### src/rtl/evt_intr_pkg.sv
package evt_intr_pkg;
  localparam int EVT_W = 16;

  localparam int B_PARITY  = 0;
  localparam int B_LSMATCH = 1;
  localparam int B_CODE    = 2;
  localparam int B_TRACE   = 3;
  localparam int B_SELFTST = 4;
  localparam int B_BREAK   = 5;
  localparam int B_JOIN    = 6;
  localparam int B_CONNTMR = 7;
  localparam int B_NOISTMR = 8;
  localparam int B_EBUF    = 9;
  localparam int B_PHYINV  = 10;
  localparam int B_VSYM    = 11;
  localparam int B_MINIDLE = 12;
  localparam int B_LINKERR = 13;
  localparam int B_SIGDET  = 14;
  localparam int B_ACCERR  = 15;

  typedef struct packed {
    logic accErr;  // forbidden access seen this cycle
    logic rdClr;   // event register is being read this cycle
  } ctrlStrobe_t;
endpackage

### src/rtl/evt_intr_ctrl.sv
module evt_intr_ctrl
  import evt_intr_pkg::*;
#(
  parameter int ADDR_W = 5,
  localparam int NREG = 1 << ADDR_W,
  parameter logic [ADDR_W-1:0] EVT_ADDR  = 5'h17,
  parameter logic [ADDR_W-1:0] PAT_ADDR  = 5'h10,
  parameter logic [ADDR_W-1:0] PLEN_ADDR = 5'h11,
  parameter logic [ADDR_W-1:0] CTMR_ADDR = 5'h12,
  parameter logic [ADDR_W-1:0] NTMR_ADDR = 5'h18,
  parameter logic [NREG-1:0]   RO_MAP    = 32'h00F8_0000,
  parameter logic [NREG-1:0]   WO_MAP    = 32'h0000_C000
) (
  input  logic              busValid,
  input  logic              busWrite,
  input  logic [ADDR_W-1:0] busAddr,
  input  logic              sigActive,
  input  logic              inMaint,
  input  logic              noiseTmrOn,
  output ctrlStrobe_t       strobe
);
  logic isRd, isWr;
  logic roViol, woViol, patViol, ctmrViol, ntmrViol;

  assign isRd = busValid && !busWrite;
  assign isWr = busValid && busWrite;

  always_comb begin
    roViol   = isWr && RO_MAP[busAddr];
    woViol   = isRd && WO_MAP[busAddr];
    patViol  = isWr && sigActive && (busAddr == PAT_ADDR || busAddr == PLEN_ADDR);
    ctmrViol = isWr && (busAddr == CTMR_ADDR) && !inMaint;
    ntmrViol = isWr && (busAddr == NTMR_ADDR) && !(inMaint && !noiseTmrOn);
  end

  always_comb begin
    strobe.accErr = roViol || woViol || patViol || ctmrViol || ntmrViol;
    strobe.rdClr  = isRd && (busAddr == EVT_ADDR);
  end
endmodule

### src/rtl/evt_src_map.sv
module evt_src_map
  import evt_intr_pkg::*;
#(
  parameter int LS_W = 4
) (
  input  logic            parChkEn,
  input  logic            cntEvtSel,
  input  logic            sigDetect,
  input  logic            linkErrThr,
  input  logic            minIdleInc,
  input  logic            minIdleOvf,
  input  logic            minIdleLower,
  input  logic            vsymInc,
  input  logic            vsymOvf,
  input  logic            phyInvalid,
  input  logic            ebufErr,
  input  logic            noiseTmrExp,
  input  logic            connTmrExp,
  input  logic            joinDone,
  input  logic            breakEnt,
  input  logic            selfTest,
  input  logic            traceProp,
  input  logic            codeDone,
  input  logic [LS_W-1:0] lineState,
  input  logic [LS_W-1:0] matchLs,
  input  logic            parErr,
  output logic [EVT_W-1:0] setVec
);
  logic minIdleCnt, vsymCnt;

  // counter events: increment or overflow chosen by one select bit
  always_comb begin
    minIdleCnt = cntEvtSel ? minIdleOvf : minIdleInc;
    vsymCnt    = cntEvtSel ? vsymOvf    : vsymInc;
  end

  always_comb begin
    setVec            = '0;
    setVec[B_ACCERR]  = 1'b0;  // supplied by the access checker
    setVec[B_SIGDET]  = sigDetect;
    setVec[B_LINKERR] = linkErrThr;
    setVec[B_MINIDLE] = minIdleCnt || minIdleLower;
    setVec[B_VSYM]    = vsymCnt;
    setVec[B_PHYINV]  = phyInvalid;
    setVec[B_EBUF]    = ebufErr;
    setVec[B_NOISTMR] = noiseTmrExp;
    setVec[B_CONNTMR] = connTmrExp;
    setVec[B_JOIN]    = joinDone;
    setVec[B_BREAK]   = breakEnt;
    setVec[B_SELFTST] = selfTest;
    setVec[B_TRACE]   = traceProp;
    setVec[B_CODE]    = codeDone;
    setVec[B_LSMATCH] = (lineState == matchLs);
    setVec[B_PARITY]  = parErr && parChkEn;
  end
endmodule

### src/rtl/evt_intr_dp.sv
module evt_intr_dp
  import evt_intr_pkg::*;
(
  input  logic             clk,
  input  logic             rstN,
  input  ctrlStrobe_t      strobe,
  input  logic [EVT_W-1:0] setVec,
  input  logic [EVT_W-1:0] irqMask,
  output logic [EVT_W-1:0] evtQ,
  output logic [EVT_W-1:0] rdData,
  output logic             irqOut
);
  logic [EVT_W-1:0] setAll;

  always_comb begin
    setAll           = setVec;
    setAll[B_ACCERR] = setVec[B_ACCERR] || strobe.accErr;
  end

  // one sticky flop per event; a read clears the bits it returns
  for (genvar i = 0; i < EVT_W; i++) begin : g_bit
    always_ff @(posedge clk or negedge rstN) begin
      if (!rstN) evtQ[i] <= 1'b0;
      else       evtQ[i] <= (evtQ[i] && !strobe.rdClr) || setAll[i];
    end
  end

  assign rdData = strobe.rdClr ? evtQ : '0;

  always_ff @(posedge clk or negedge rstN) begin
    if (!rstN) irqOut <= 1'b0;
    else       irqOut <= |(evtQ & irqMask);
  end
endmodule

### src/rtl/evt_intr_reg.sv
module evt_intr_reg
  import evt_intr_pkg::*;
#(
  parameter int ADDR_W = 5,
  parameter int LS_W   = 4
) (
  input  logic              clk,
  input  logic              rstN,
  input  logic              busValid,
  input  logic              busWrite,
  input  logic [ADDR_W-1:0] busAddr,
  output logic [15:0]       rdData,
  input  logic              sigActive,
  input  logic              inMaint,
  input  logic              noiseTmrOn,
  input  logic              parChkEn,
  input  logic              cntEvtSel,
  input  logic              sigDetect,
  input  logic              linkErrThr,
  input  logic              minIdleInc,
  input  logic              minIdleOvf,
  input  logic              minIdleLower,
  input  logic              vsymInc,
  input  logic              vsymOvf,
  input  logic              phyInvalid,
  input  logic              ebufErr,
  input  logic              noiseTmrExp,
  input  logic              connTmrExp,
  input  logic              joinDone,
  input  logic              breakEnt,
  input  logic              selfTest,
  input  logic              traceProp,
  input  logic              codeDone,
  input  logic [LS_W-1:0]   lineState,
  input  logic [LS_W-1:0]   matchLs,
  input  logic              parErr,
  input  logic [15:0]       irqMask,
  output logic              irqOut
);
  ctrlStrobe_t      strobe;
  logic [EVT_W-1:0] setVec;
  logic [EVT_W-1:0] evtQ;

  evt_intr_ctrl #(.ADDR_W(ADDR_W)) u_ctrl (
    .busValid  (busValid),
    .busWrite  (busWrite),
    .busAddr   (busAddr),
    .sigActive (sigActive),
    .inMaint   (inMaint),
    .noiseTmrOn(noiseTmrOn),
    .strobe    (strobe)
  );

  evt_src_map #(.LS_W(LS_W)) u_map (
    .parChkEn    (parChkEn),
    .cntEvtSel   (cntEvtSel),
    .sigDetect   (sigDetect),
    .linkErrThr  (linkErrThr),
    .minIdleInc  (minIdleInc),
    .minIdleOvf  (minIdleOvf),
    .minIdleLower(minIdleLower),
    .vsymInc     (vsymInc),
    .vsymOvf     (vsymOvf),
    .phyInvalid  (phyInvalid),
    .ebufErr     (ebufErr),
    .noiseTmrExp (noiseTmrExp),
    .connTmrExp  (connTmrExp),
    .joinDone    (joinDone),
    .breakEnt    (breakEnt),
    .selfTest    (selfTest),
    .traceProp   (traceProp),
    .codeDone    (codeDone),
    .lineState   (lineState),
    .matchLs     (matchLs),
    .parErr      (parErr),
    .setVec      (setVec)
  );

  evt_intr_dp u_dp (
    .clk    (clk),
    .rstN   (rstN),
    .strobe (strobe),
    .setVec (setVec),
    .irqMask(irqMask),
    .evtQ   (evtQ),
    .rdData (rdData),
    .irqOut (irqOut)
  );
endmodule

### config.mk
export PLATFORM = sky130hd
export DESIGN_NAME = evt_intr_reg
export DESIGN_NICKNAME = d
export VERILOG_FILES = /design/src/rtl/evt_intr_pkg.sv /design/src/rtl/evt_intr_ctrl.sv /design/src/rtl/evt_src_map.sv /design/src/rtl/evt_intr_dp.sv /design/src/rtl/evt_intr_reg.sv
export SDC_FILE = /design/constraint.sdc
export NUM_CORES = 1
export LEC_CHECK = 0
export BUFFER_PORTS_ARGS = -buffer_cell sky130_fd_sc_hd__buf_2
export CAP_MARGIN = 0
export CORE_MARGIN = 2
export CORE_UTILIZATION = 41
export DETAILED_ROUTE_END_ITERATION = 8
export PLACE_DENSITY = 0.83
export RECOVER_POWER = 25
export SLEW_MARGIN = 15
export SYNTH_ARGS = -nofsm -noshare
export SYNTH_HDL_FRONTEND = slang
export SYNTH_SLANG_ARGS = --single-unit
### constraint.sdc
create_clock -name clk -period 2.25 [get_ports clk]
set_input_delay 0.225 -clock clk [delete_from_list [all_inputs] [get_ports clk]]
set_output_delay 0.225 -clock clk [all_outputs]
set_load 0.05 [all_outputs]
# Word level (Yosys, flattened, before mapping)

Memory sizes are Yosys's and may differ from the RTL's.
Cells that the tools add are included.

Reductions and logical operators: 57
Bitwise gates (word level): 1
$lt $le $gt $ge: 1
Mux-type cells: 5
Equal/unequal tests: 6

Operators by type and width:

| operator                                           | count |
|---|---|
| logical AND 1 bit                                  | 29 |
| equality test 5 bit, second input constant         | 5 |
| logical OR 1 bit                                   | 22 |
| bitwise AND 16 bit                                 | 1 |
| 2-to-1 mux 16 bit                                  | 1 |
| OR reduction 16 bit                                | 1 |
| < comparator 5 x 6 -> 1 bit, second input constant | 1 |
| zero test 1 bit                                    | 5 |
| equality test 4 bit                                | 1 |
| 2-to-1 mux 1 bit                                   | 4 |

Bits in read-only memories: 64
Output and inout port bits: 17
Memories kept: 2
Register bits: 17

Memories:

| memory           | words | width | read ports | clocked after memory_dff | wr ports | RTL line            | source |
|---|---|---|---|---|---|---|---|
| (name not given) | 32    | 1     | 1          | 0                        | 0        | evt_intr_ctrl.sv:29 | `roViol = isWr && RO_MAP[busAddr];` |
| (name not given) | 32    | 1     | 1          | 0                        | 0        | evt_intr_ctrl.sv:30 | `woViol = isRd && WO_MAP[busAddr];` |

# Logic depth before layout (Yosys ltp)

Depth after elaboration: 8
Gate-level depth with buffers: 6
Gate-level depth less buffers: 4

# Modules after synthesis

Synthesis repeated with hierarchy kept, for this count alone.

Cells, all modules: 97
Area total of the unflattened synthesis: 1048.5 sq um

Modules (own cells, without submodules):

| module        | cells each | instances | sequential area each (sq um) | area an instance (sq um) |
|---|---|---|---|---|
| evt_intr_dp   | 63         | 1         | 425.4                        | 783.3 |
| evt_src_map   | 23         | 1         | 0.0                          | 181.4 |
| evt_intr_ctrl | 11         | 1         | 0.0                          | 83.8 |

# Worst setup path before layout

No wires, ideal clock.

Kind: input to output
Start: input busWrite
End: output rdData[10]
Path buffers: 1
Slack: 0.576 ns
Stages on the path: 4
Arrival: 1.449 ns
Cell sequence: nand2b_1 > nor4_2 > clkbuf_1 > and2_1

Cells in the longest elaborated chain, start to end: 4

Ends and longest elaborated chain:

| element           | RTL line            | source |
|---|---|---|
| start, declared   | evt_intr_reg.sv:10  | `input logic busWrite,` |
| zero test 1 bit   | evt_intr_ctrl.sv:25 | `assign isRd = busValid && !busWrite;` |
| logical AND 1 bit | evt_intr_ctrl.sv:25 |  |
| logical AND 1 bit | evt_intr_ctrl.sv:38 | `strobe.rdClr = isRd && (busAddr == EVT_ADDR);` |
| 2-to-1 mux 16 bit | evt_intr_dp.sv:28   | `assign rdData = strobe.rdClr ? evtQ : '0;` |
| end, declared     | evt_intr_reg.sv:12  | `output logic [15:0] rdData,` |

No other way between the ends.

# Worst setup path after layout

Start: input busWrite
End: output rdData[6]

Same word-level chain as after synthesis.

==> results by group <==
Outcome
  • Run status: completed

Global route
  • Number of antenna violations at the first check in global routing: 0
  • Remaining global-route overflow: 0
  • Number of global-route vias before repair: 969
  • Global-route wire length before repair: 3939 um
  • Overall routing resource usage: 19.81%
  • Pin count of the biggest net entering global routing: 18

Clock network
  • Clock tree sinks: 17
  • Bufs on Longest Clock Path: 2
  • Total clock buffers created by CTS: 3
  • Skew-Pair Late Insertion Delay: 280 ps
  • Clock Tree Root: sky130_fd_sc_hd__clkbuf_4
  • H-tree level count: 1
  • Number of resized instances in the post-cts repair step: 0
  • Clock tree from TritonCTS: yes
  • Number of buffers added for setup after CTS: 0
  • Clock transition time at the flip-flop clock pins of the worst setup and hold paths: 100 ps

Setup path
  • Critical path endpoint category: output pin
  • Signal arrival time at the worst endpoint: 1360 ps
  • Category of the most critical setup path: primary input to output pin
  • Highest net fanout along the worst path: 17
  • Worst endpoint required time: 2030 ps
  • Worst Setup Start Kind: primary input

Final layout
  • Filler cell count in the final layout: 168
  • Area of combinational cells with multiple inputs: 452.9 um2
  • Final Util: 64.85%
  • Fin area: 0.001311 mm2
  • Most common library cell in the layout ignoring fill and taps: sky130_fd_sc_hd__buf_2
  • Reg area: 425.4 um2
  • Antenna cells: 0
  • Net total in the final layout: 213
  • Leading cell types in the layout, fill and taps excluded: 70 x sky130_fd_sc_hd__buf_2, 17 x sky130_fd_sc_hd__dfrtp_1, 16 x sky130_fd_sc_hd__and2_1
  • Area overhead of the layout relative to synthesis: 45.96%
  • Layout cells sized above 1: 49.04%

Place
  • Post-place instance area: 0.001275 mm2
  • Input/output buffers: 71
  • Final weighted congestion in routability-driven placement: 0.7513
  • Placement-stage worst setup slack: 474.9 ps
  • Half-perimeter wire length after detailed placement: 1885 um

Logic synthesis
  • Mapped Nets: 138
  • Post-synthesis cell area: 898.4 um2
  • Post-synthesis register bit count: 17
  • Yosys warnings: 0
  • Avg Inst Size Synth: 10.82 um2
  • Number of unique standard cell types used by synthesis: 25
  • Sequential fraction of the synthesis area: 47.35%
  • Number of instances in the synthesized netlist: 83

Floorplan
  • Number of ports placed on the die boundary: 72
  • Die W: 50.81 um
  • Die Area: 0.002582 mm2
  • Number of core rows: 16
  • Floorplan Core Area: 0.002022 mm2
  • DIE HEIGHT: 50.81 um
  • Initial core utilization: 44.43%

Pwr
  • Sequential share of power: 55.3%
  • Fraction of power spent switching nets: 24.85%
  • Combinational share of power: 17.6%
  • Power share of the clock group: 27.1%
  • P_leak: 0.0006397 uW
  • Worst ir drop on vdd: 0.0005535 V
  • Areal power density over the cells: 442.6 mW/mm2
  • Internal Dissipation: 436.1 uW
  • PnR Total Power: 580.4 uW
  • Switching pwr: 144.2 uW

STA
  • RSZ-0062 raised after global routing: no
  • Shortest clock period the worst path allows after layout: 1586 ps
  • Peak Freq: 630.7 MHz
  • Headroom to the max-slew limit: 42.53%
  • Final hold violation count: 0
  • Final setup TNS: 0 ps
  • Final worst slack: 664.3 ps
  • Worst Skew: 3.482 ps
  • Total of endpoints with negative setup slack in the final report: 0
  • Final number of max-transition violations: 0
  • Worst Max-Slew Pin Slew: 862.0 ps
  • Fraction of the cycle the final worst path needs: 70.47%

Routing
  • Number of design rule violations left after detail routing: 0
  • Count of antenna-violating nets left after detailed routing: 0
  • Vias post-DR: 961
  • Vias per inst: 5.223
  • Starting DRC count in detailed routing: 11
  • Drt first pass iters: 4
  • Post-Route WL: 2255 um
  • Routed WL per cell: 12.26 um

Worst hold path
  • Worst hold path class: primary input to register

Job
  • Number of maximum-capacitance violations: 0
## through the flow
step | cells | hold WS, ps
finish | 184 | 109.2
global route | 184 | 101.4
CTS | 184 | 107.6
detailed placement | 179 | 159.7
global placement | 179 | 158.9
floorplan | 83 | -70.59
## flip-flops by register name, indices dropped and copies added, names as in the netlist
name and count:
u_dp.evtQ 16, u_dp.irqOut 1
## synthesized netlist by cell type, drive strengths merged
library cell | n | area, um2
a311oi | 1 | 8.760
xor2 | 4 | 35.03
a21o | 11 | 82.58
nor2b | 3 | 18.77
a211o | 1 | 8.760
mux2 | 1 | 11.26
a22o | 5 | 43.79
a21oi | 1 | 5.000
dfrtp | 17 | 425.4
nand2 | 4 | 15.01
o21ai | 2 | 10.01
a221o | 1 | 10.01
a221oi | 4 | 35.03
and2 | 16 | 100.1
nand2b | 1 | 6.260
clkbuf | 1 | 3.750
nor4 | 1 | 12.51
a211oi | 1 | 7.510
buf | 2 | 16.26
o41ai | 1 | 8.760
or4 | 1 | 7.510
or3 | 1 | 6.260
nor3b | 1 | 7.510
nand4 | 2 | 12.51
## power groups by stage
| stage | Combinational, uW | Sequential (uW) | Clock (uW) |
|---|---|---|---|
| floorplan | 38.6 | 325 | 0 |
| global placement | 99.0 | 326 | 0 |
| detailed placement | 102 | 327 | 0 |
| CTS | 104 | 321 | 160 |
| global route | 114 | 322 | 178 |
| finish | 102 | 321 | 157 |
## layout make-up
cell class / instances / share of cell area (%)
clock buffer: 3 / 1.718
clock inverter: 1 / 0.3817
multi-input combinational: 63 / 34.54
sequential: 17 / 32.44
tap: 27 / 2.576
timing repair buffer: 73 / 28.34
## cells by family after synthesis
group	synth area share, %
simple gates	20.75
compound gates	24.51
flops	47.35
xor+xnor	3.899
buf+inv	2.227
mux	1.253
## timing repair
action	4_1_cts	5_1_grt
hold buffers	1	0
setup endpoints to repair	0	0
endpoints found under the hold margin	17	0
## worst max-delay path, stage by stage
cell	delay, ps
sky130_fd_sc_hd__buf_2	110
sky130_fd_sc_hd__nand2b_1	180
sky130_fd_sc_hd__nor4_2	210
sky130_fd_sc_hd__buf_4	220
sky130_fd_sc_hd__and2_1	150
sky130_fd_sc_hd__buf_2	260
## per-layer routing
metal	global-route usage [%]	part of all wire (%)	up-vias
li1	-	-	458
met5	0	0	-
met3	5.556	7.4	0
met4	0.4505	0	0
met1	21.80	38	463
met2	39.47	54	40
## final timing paths
kind	from	end	slack, ps	cells after the start
worst max register to register	u_dp.evtQ[0]$_DFF_PN0_	u_dp.irqOut$_DFF_PN0_	1060	3
worst min-delay path	sigDetect	u_dp.evtQ[14]$_DFF_PN0_	110	2
min in group asynchronous	rstN	u_dp.evtQ[6]$_DFF_PN0_	560	2
worst max-delay path	busWrite	rdData[6]	660	6
max in group asynchronous	rstN	u_dp.evtQ[12]$_DFF_PN0_	1160	2
worst min register to register	u_dp.evtQ[9]$_DFF_PN0_	u_dp.evtQ[9]$_DFF_PN0_	510	1
Power figures use the tool's default switching activity.
